[config.mk]
export PLATFORM = sky130hd
export DESIGN_NAME = ph_index_gen
export DESIGN_NICKNAME = d
export VERILOG_FILES = /design/src/rtl/ph_pkg.sv /design/src/rtl/ph_shift_pair.sv /design/src/rtl/ph_hist_expand.sv /design/src/rtl/ph_index_hash.sv /design/src/rtl/ph_index_gen.sv
export SDC_FILE = /design/constraint.sdc
export NUM_CORES = 1
export LEC_CHECK = 0
export ABC_AREA = 1
export BUFFER_PORTS_ARGS = -buffer_cell sky130_fd_sc_hd__buf_2
export CELL_PAD_IN_SITES_DETAIL_PLACEMENT = 1
export CELL_PAD_IN_SITES_GLOBAL_PLACEMENT = 1
export CORE_MARGIN = 1
export CORE_UTILIZATION = 37
export DETAILED_ROUTE_END_ITERATION = 12
export PLACE_DENSITY_LB_ADDON = 0.1
export SLEW_MARGIN = 40
export SYNTH_ARGS = -nofsm -noshare
export SYNTH_HDL_FRONTEND = slang
export SYNTH_SLANG_ARGS = --single-unit
[constraint.sdc]
create_clock -name clk -period 1.2 [get_ports clk]
set_input_delay 0.12 -clock clk [delete_from_list [all_inputs] [get_ports clk]]
set_output_delay 0.12 -clock clk [all_outputs]
set_load 0.005 [all_outputs]
[src/rtl/ph_pkg.sv]
package ph_pkg;
  localparam int unsigned PC_W_DEF    = 32;
  localparam int unsigned HIST_W_DEF  = 40;
  localparam int unsigned PATH_W_DEF  = 128;
  localparam int unsigned EXP_W_DEF   = 128;
  localparam int unsigned NT_DEF      = 16;
  localparam int unsigned SLICE_DEF   = 8;
  localparam int unsigned IDX0_W_DEF  = 9;
  localparam int unsigned IDX_W_DEF   = 8;
  localparam int unsigned BIAS_W_DEF  = 11;

  function automatic int unsigned max_u(int unsigned a, int unsigned b);
    return (a > b) ? a : b;
  endfunction
endpackage

[src/rtl/ph_shift_pair.sv]
module ph_shift_pair #(
  parameter int unsigned W = 40
) (
  input  logic         clk,
  input  logic         rst_n,
  input  logic         spec_push,
  input  logic         spec_bit,
  input  logic         com_push,
  input  logic         com_bit,
  input  logic         restore,
  output logic [W-1:0] spec_q,
  output logic [W-1:0] com_q
);
  logic [W-1:0] com_next;
  logic [W-1:0] spec_next;

  assign com_next  = {com_q[W-2:0], com_bit};
  assign spec_next = {spec_q[W-2:0], spec_bit};

  always_ff @(posedge clk) begin
    if (!rst_n) begin
      com_q <= '0;
    end else if (com_push) begin
      com_q <= com_next;
    end
  end

  // restore wins over a speculative push; it carries the resolving branch
  always_ff @(posedge clk) begin
    if (!rst_n) begin
      spec_q <= '0;
    end else if (restore) begin
      spec_q <= com_next;
    end else if (spec_push) begin
      spec_q <= spec_next;
    end
  end
endmodule

[src/rtl/ph_hist_expand.sv]
module ph_hist_expand #(
  parameter int unsigned HW = 40,
  parameter int unsigned EW = 128
) (
  input  logic [HW-1:0] hist_i,
  output logic [EW-1:0] exp_o
);
  for (genvar i = 0; i < EW; i++) begin : g_bit
    localparam int unsigned SRC = i % HW;
    assign exp_o[i] = hist_i[SRC];
  end
endmodule

[src/rtl/ph_index_hash.sv]
module ph_index_hash #(
  parameter int unsigned PATH_W  = 128,
  parameter int unsigned NT      = 16,
  parameter int unsigned SLICE   = 8,
  parameter int unsigned IDX0_W  = 9,
  parameter int unsigned IDX_W   = 8,
  parameter int unsigned FIELD_W = 9
) (
  input  logic [PATH_W-1:0]     path_i,
  input  logic [FIELD_W-1:0]    pc_i,
  output logic [NT*FIELD_W-1:0] idx_o
);
  for (genvar k = 0; k < NT; k++) begin : g_tbl
    localparam int unsigned TW = (k == 0) ? IDX0_W : IDX_W;
    localparam logic [FIELD_W-1:0] MASK = FIELD_W'((64'd1 << TW) - 64'd1);
    logic [SLICE-1:0]   slice;
    logic [FIELD_W-1:0] mix;
    assign slice = path_i[SLICE*k +: SLICE];
    assign mix   = FIELD_W'(slice) ^ pc_i;
    assign idx_o[FIELD_W*k +: FIELD_W] = mix & MASK;
  end
endmodule

[src/rtl/ph_index_gen.sv]
module ph_index_gen
  import ph_pkg::*;
#(
  parameter int unsigned PC_W   = PC_W_DEF,
  parameter int unsigned HIST_W = HIST_W_DEF,
  parameter int unsigned PATH_W = PATH_W_DEF,
  parameter int unsigned EXP_W  = EXP_W_DEF,
  parameter int unsigned NT     = NT_DEF,
  parameter int unsigned SLICE  = SLICE_DEF,
  parameter int unsigned IDX0_W = IDX0_W_DEF,
  parameter int unsigned IDX_W  = IDX_W_DEF,
  parameter int unsigned BIAS_W = BIAS_W_DEF,
  localparam int unsigned FIELD_W = max_u(IDX0_W, IDX_W)
) (
  input  logic                  clk,
  input  logic                  rst_n,
  input  logic                  pred_valid,
  output logic                  pred_ready,
  input  logic [PC_W-1:0]       pred_pc,
  input  logic                  pred_dir,
  input  logic                  res_valid,
  input  logic                  res_taken,
  input  logic                  res_addr_bit,
  input  logic                  res_mispred,
  output logic                  out_valid,
  input  logic                  out_ready,
  output logic [NT*FIELD_W-1:0] out_idx,
  output logic [BIAS_W-1:0]     out_bias_idx,
  output logic [EXP_W-1:0]      out_hist
);
  logic                  accept;
  logic                  restore;
  logic [HIST_W-1:0]     hist_spec, hist_com;
  logic [PATH_W-1:0]     path_spec, path_com;
  logic [NT*FIELD_W-1:0] idx_c;
  logic [EXP_W-1:0]      hist_exp_c;
  logic                  unused_bits;

  assign unused_bits = ^{hist_com, path_com, pred_pc[PC_W-1:BIAS_W]};

  assign restore    = res_valid & res_mispred;
  assign pred_ready = (~out_valid | out_ready) & ~restore;
  assign accept     = pred_valid & pred_ready;

  ph_shift_pair #(.W(HIST_W)) u_hist (
    .clk(clk), .rst_n(rst_n),
    .spec_push(accept), .spec_bit(pred_dir),
    .com_push(res_valid), .com_bit(res_taken),
    .restore(restore),
    .spec_q(hist_spec), .com_q(hist_com)
  );

  ph_shift_pair #(.W(PATH_W)) u_path (
    .clk(clk), .rst_n(rst_n),
    .spec_push(accept), .spec_bit(pred_pc[0]),
    .com_push(res_valid), .com_bit(res_addr_bit),
    .restore(restore),
    .spec_q(path_spec), .com_q(path_com)
  );

  ph_index_hash #(
    .PATH_W(PATH_W), .NT(NT), .SLICE(SLICE),
    .IDX0_W(IDX0_W), .IDX_W(IDX_W), .FIELD_W(FIELD_W)
  ) u_hash (
    .path_i(path_spec),
    .pc_i(pred_pc[FIELD_W-1:0]),
    .idx_o(idx_c)
  );

  ph_hist_expand #(.HW(HIST_W), .EW(EXP_W)) u_exp (
    .hist_i(hist_spec),
    .exp_o(hist_exp_c)
  );

  always_ff @(posedge clk) begin
    if (!rst_n) begin
      out_valid    <= 1'b0;
      out_idx      <= '0;
      out_bias_idx <= '0;
      out_hist     <= '0;
    end else if (accept) begin
      out_valid    <= 1'b1;
      out_idx      <= idx_c;
      out_bias_idx <= pred_pc[BIAS_W-1:0];
      out_hist     <= hist_exp_c;
    end else if (out_ready) begin
      out_valid    <= 1'b0;
    end
  end
endmodule

== After elaboration in Yosys (flattened, before gate mapping) ==
Index checks and enable logic that the tools add are counted.
Storage, ports and cells
  register bits after elaboration: 603
  latch bits: 0
  bits in writable memories: 0
  memory bits (read-only): 0
  input bits: 41
  word-level logic and storage cells: 38
  memories: 0
Cells by class
  add/sub/neg operators: 0
  multipliers: 0
  div/mod/pow operators: 0
  $lt $le $gt $ge: 0
  equality and inequality tests: 0
  shift operators: 0
  mux-type cells: 6
  bitwise logic cells: 22
  reduce and logical (&&, ||, !) cells: 2
Operators with widths (count)
  128-bit 2-to-1 mux: 2
  8-bit bitwise XOR: 15
  40-bit 2-to-1 mux: 2
  8-bit by 9-bit bitwise XOR with 9-bit output: 1
  2-bit nonzero test: 2
  1-bit AND: 3
  1-bit 2-to-1 mux: 2
  1-bit inverter: 2
  1-bit OR: 1

== Longest topological paths before layout ==
  depth after elaboration: 6
  mapped depth: 9

== Hierarchy ==
From an unflattened synthesis, not the netlist that was laid out.
Second synthesis, totals
  cell total of the unflattened synthesis: 5120
  area, all modules: 32770.2 um^2
Modules (own cells, without submodules)
  ph_index_gen: instances 1, cells an instance 2430, area an instance 14749.1 um^2, sequential area each 5685.5 um^2
  ph_shift_pair (u_path): instances 1, cells an instance 1524, area an instance 10931.7 um^2, sequential area each 5124.9 um^2
  ph_shift_pair (u_hist): instances 1, cells an instance 477, area an instance 3634.7 um^2, sequential area each 1601.5 um^2
  ph_index_hash: instances 1, cells an instance 561, area an instance 2493.6 um^2, sequential area each 0.0 um^2
  ph_hist_expand: instances 1, cells an instance 128, area an instance 960.9 um^2, sequential area each 0.0 um^2

== Least setup slack after synthesis ==
OpenSTA, ideal clock, no wires.
  kind: register to register
  from: register out_valid
  to: register u_path.spec_q[46]
  setup time: 0.132 ns
  arrival time: 1.069 ns
  required time: 1.068 ns
  slack: -0.002 ns
  stages on the path, launching flop included: 9
  path buffers: 3
  clock period less this slack: 1.202 ns
  path through: dfxtp_1 nand2_1 nand3_1 buf_4 nand2_4 buf_4 buf_4 nand2_1 a21oi_1
On the way
  longest elaborated chain between the ends: 5
RTL lines
  from (decl): line ph_index_gen.sv:25  | output logic out_valid,
  from (signal assigned): line ph_index_gen.sv:77  | out_valid <= 1'b0;
  from (signal assigned): line ph_index_gen.sv:82  | out_valid <= 1'b1;
  from (signal assigned): line ph_index_gen.sv:87  | out_valid <= 1'b0;
  1-bit inverter: line ph_index_gen.sv:42  | assign pred_ready = (~out_valid | out_ready) & ~restore;
  1-bit OR: line ph_index_gen.sv:42
  1-bit AND: line ph_index_gen.sv:42
  1-bit AND: line ph_index_gen.sv:43  | assign accept = pred_valid & pred_ready;
  2-bit nonzero test (no source line)
  to (signal assigned): line ph_shift_pair.sv:33  | spec_q <= com_next;
  to (signal assigned): line ph_shift_pair.sv:35  | spec_q <= spec_next;
  to (decl): line ph_shift_pair.sv:11  | output logic [W-1:0] spec_q,
Every way passes these cells.
A chain may end at the register's enable or synchronous reset.

== Final worst setup path ==
  from: register out_valid
  to: register out_idx[93]
On the way
  longest elaborated chain between the ends: 4
RTL lines
  1-bit inverter: line ph_index_gen.sv:42
  1-bit OR: line ph_index_gen.sv:42
  1-bit AND: line ph_index_gen.sv:42
  1-bit AND: line ph_index_gen.sv:43
  to (signal assigned): line ph_index_gen.sv:83  | out_idx <= idx_c;
  to (decl): line ph_index_gen.sv:27  | output logic [NT*FIELD_W-1:0] out_idx,
Every way passes these cells.

==> metrics.cfg <==
[power]
comb_power_share_pct = 16.4
seq_power_share_pct = 42.8
power.share.clock_pct = 40.8
power_density_nw_per_um2 = 1410
internal_power_mw = 31.3
peakVddDrop_mv = 0.951
switching_share_pct = 27.9
p_sw_mw = 12.1
leakage_nw = 14.2

[routing]
first_pass_iters = 4
vias = 22200
post-route-drc-count = 0
drt_iter0_drc = 1155
wl_per_cell_um = 18.5
wirelength_um = 81700
ant_nets = 0
viasPerCell = 5.03

[final_layout]
antenna_cells = 0
register_area_um2 = 10300
layout-drive-gt1-share_pct = 24.2
multiInputGateArea_um2 = 11500
fill_cells = 7559
area_delta_synth_final_pct = 33.5
nNetsFinal = 3580
final_cells = 4421
fin_util_pct = 49.9

[cts]
clk_latency_ns = 0.63
numCtsBuffers = 57
root_buffer = clkbuf_16
numClockSinks = 514
clockBufferDepth = 3
htreeDepth = 2
cts_tree = built
postCtsHoldBufs = 14
clkTransAtPathRegs_ns = 0.06

[min_path]
hp-class = in2reg

[yosys]
yosys_warnings = 0
synth.avg_cell_area_um2 = 6.95
synth-compound-area-share_pct = 8.37
ys_seq_elements = 514
synth_mux_area_share_pct = 0
synthXorXnorAreaFrac_pct = 4.86
netlist_area_um2 = 23100
yosys.area_share.simple_pct = 31.3
synthAdderAreaFrac_pct = 0
synth.distinct_cells = 15
synth_top_family_by_area = simple AND/OR/NAND/NOR gates
synth_cells = 3322
yosysSeqAreaShare_pct = 44.6

[global_routing]
grt_pass1_wl_um = 124000
grt.total_usage_pct = 24.4
grt_pass1_vias = 22300
antenna_found_initial = 0
grt-ovfl-total = 0
grt_max_degree = 64

[die]
core_um2 = 61700
die_area_um2 = 63400
fp.dieH_um = 252
die_w_um = 252
rows = 91
pin_count = 326
start_util_pct = 37.4

[outcome]
violations = hold timing, setup timing
outcome = complete, but fails checks

[sta]
min_period_ns = 1.57
hold_viol = 1
finClkSkew_ns = 0.0205
setup_viol = 539
fin_crit_sh_pct = 131
slew_viol_final = 0
hold_slack_ns = -0.0587
fmaxAchievable_mhz = 637
setup_slack_ns = -0.370
grt_setup_unrepaired = yes

[placed_design]
dp_hpwl_um = 45600
numPortBuffers = 289
gp_congestion = 0.762
dpl.cell_count = 4205

[critical_path]
start_kind = register
crit_path_end_kind = register
cp_max_fo = 6
criticalPathCategory = reg2reg
cpMostUsedCell = nand2_2
path_cells = nand2_2 -> buf_6 -> nand3_4 -> buf_12 -> buf_8 -> buf_16 -> buf_12 -> buf_16 -> nand2_2 -> nand2_2 -> nor2_1
required_ns = 1.77
cp_slowest_cell = dfxtp_2
worstPathArrival_ns = 2.14
critPathBufInv = 6
path_delay_family = buffers and inverters
slowest_delay_ns = 0.32

[run]
max_cap_violations = 0

power groups by stage:
stage,Sequential [mW],Clock [mW],Combinational (mW)
detailed placement,19.0,0,4.98
floorplan,18.8,0,3.06
CTS,18.6,18.1,6.54
global placement,18.9,0,4.85
finish,18.6,17.7,7.12
global route,18.7,18.8,7.71
per-stage QoR:
stage / hold WS (ns) / setup slack (ns) / power, mW / cell area (um2) / TNS (ns)
2_1_floorplan: 0.255 / 0.00855 / 21.9 / 23100 / 0
4_1_cts: -0.0748 / -0.386 / 43.3 / 29600 / -109.73
5_1_grt: -0.0537 / -0.437 / 45.2 / 30800 / -128.61
6_report: -0.0587 / -0.370 / 43.5 / 30800 / -92.10
3_3_place_gp: 0.380 / -0.193 / 23.8 / 25400 / -42.93
3_5_place_dp: 0.397 / -0.244 / 23.9 / 25400 / -53.23
repair_timing:
action                     in CTS  in global routing
pin swaps                      21                 54
gates resized for setup       173                267
cloned                         43                 16
setup endpoints to repair     617                618
hold endpoints to repair       27                  1
buffers inserted               35                 11
layer usage:
layer | vias up | GRT usage, % | part of all wire (%)
met4 | 0 | 6.77 | 2.7
met1 | 10900 | 31.2 | 45
li1 | 10800 | - | -
met5 | - | 0 | 0
met2 | 405 | 42.8 | 49
met3 | 131 | 3.29 | 3.6
kinds of logic (layout without fill, tap and decap cells):
family	count (synthesis)	after routing
AND/OR/NAND/NOR	1791	1791
flip-flops	514	514
buffers and inverters	502	750
AO/OA/AOI/OAI	386	386
XOR/XNOR	128	128
other	1	15
Yosys cell counts:
master	n	area share, %
a21oi_1	220	4.8
and2_1	1	0.027
buf_1	26	0.42
buf_2	105	2.3
buf_4	132	4.3
clkbuf_1	108	1.8
conb_1	1	0.016
dfxtp_1	514	45
inv_1	131	2.1
nand2_1	812	13
nand2_4	2	0.098
nand3_1	388	8.4
nor2_1	588	9.6
o21ai_0	166	3.6
xor2_1	128	4.9
placed cells by master, fill, tap and decap left out, drive strengths merged:
master       netlist  layout
clkbuf           108     107
o21ai            166     166
nor2             588     588
bufinv             0       2
clkinvlp           0       1
xor2             128     128
inv              131     131
buf              263     477
nand3            388     388
a21oi            220     220
clkinv             0       9
dfxtp            514     514
and2               1       1
bufbuf             0       9
nand2            814     814
dlygate4sd3        0      14
conb               1      15
area by class of cell:
class	instances	area share, %
timing repair buffer	515	18.1
sequential	514	33.4
tap	837	3.40
clock inverter	12	0.402
inverter	131	1.64
clock buffer	92	5.61
multi-input combinational	2320	37.4
final timing paths:
check	startpoint	to	slack, ns	depth (start not counted)
max	out_valid	out_idx[93]	-0.37	11
min	out_ready	out_valid	-0.06	5
max reg2reg	out_valid	out_idx[93]	-0.37	11
min reg2reg	out_bias_idx[6]	out_bias_idx[6]	0.47	2
state kept, by name (all words and copies together), names as in the netlist:
signal,flops
u_path.spec_q,128
out_hist,40
out_bias_idx,11
u_path.com_q,127
u_hist.spec_q,40
u_hist.com_q,39
out_valid,1
out_idx,128
tightest hold or removal path: stages:
cell and delay (ns):
buf_2 0.08, inv_1 0.06, nand2_2 0.08, buf_6 0.10, a21oi_1 0.06
(Power assumes the default switching activity.)
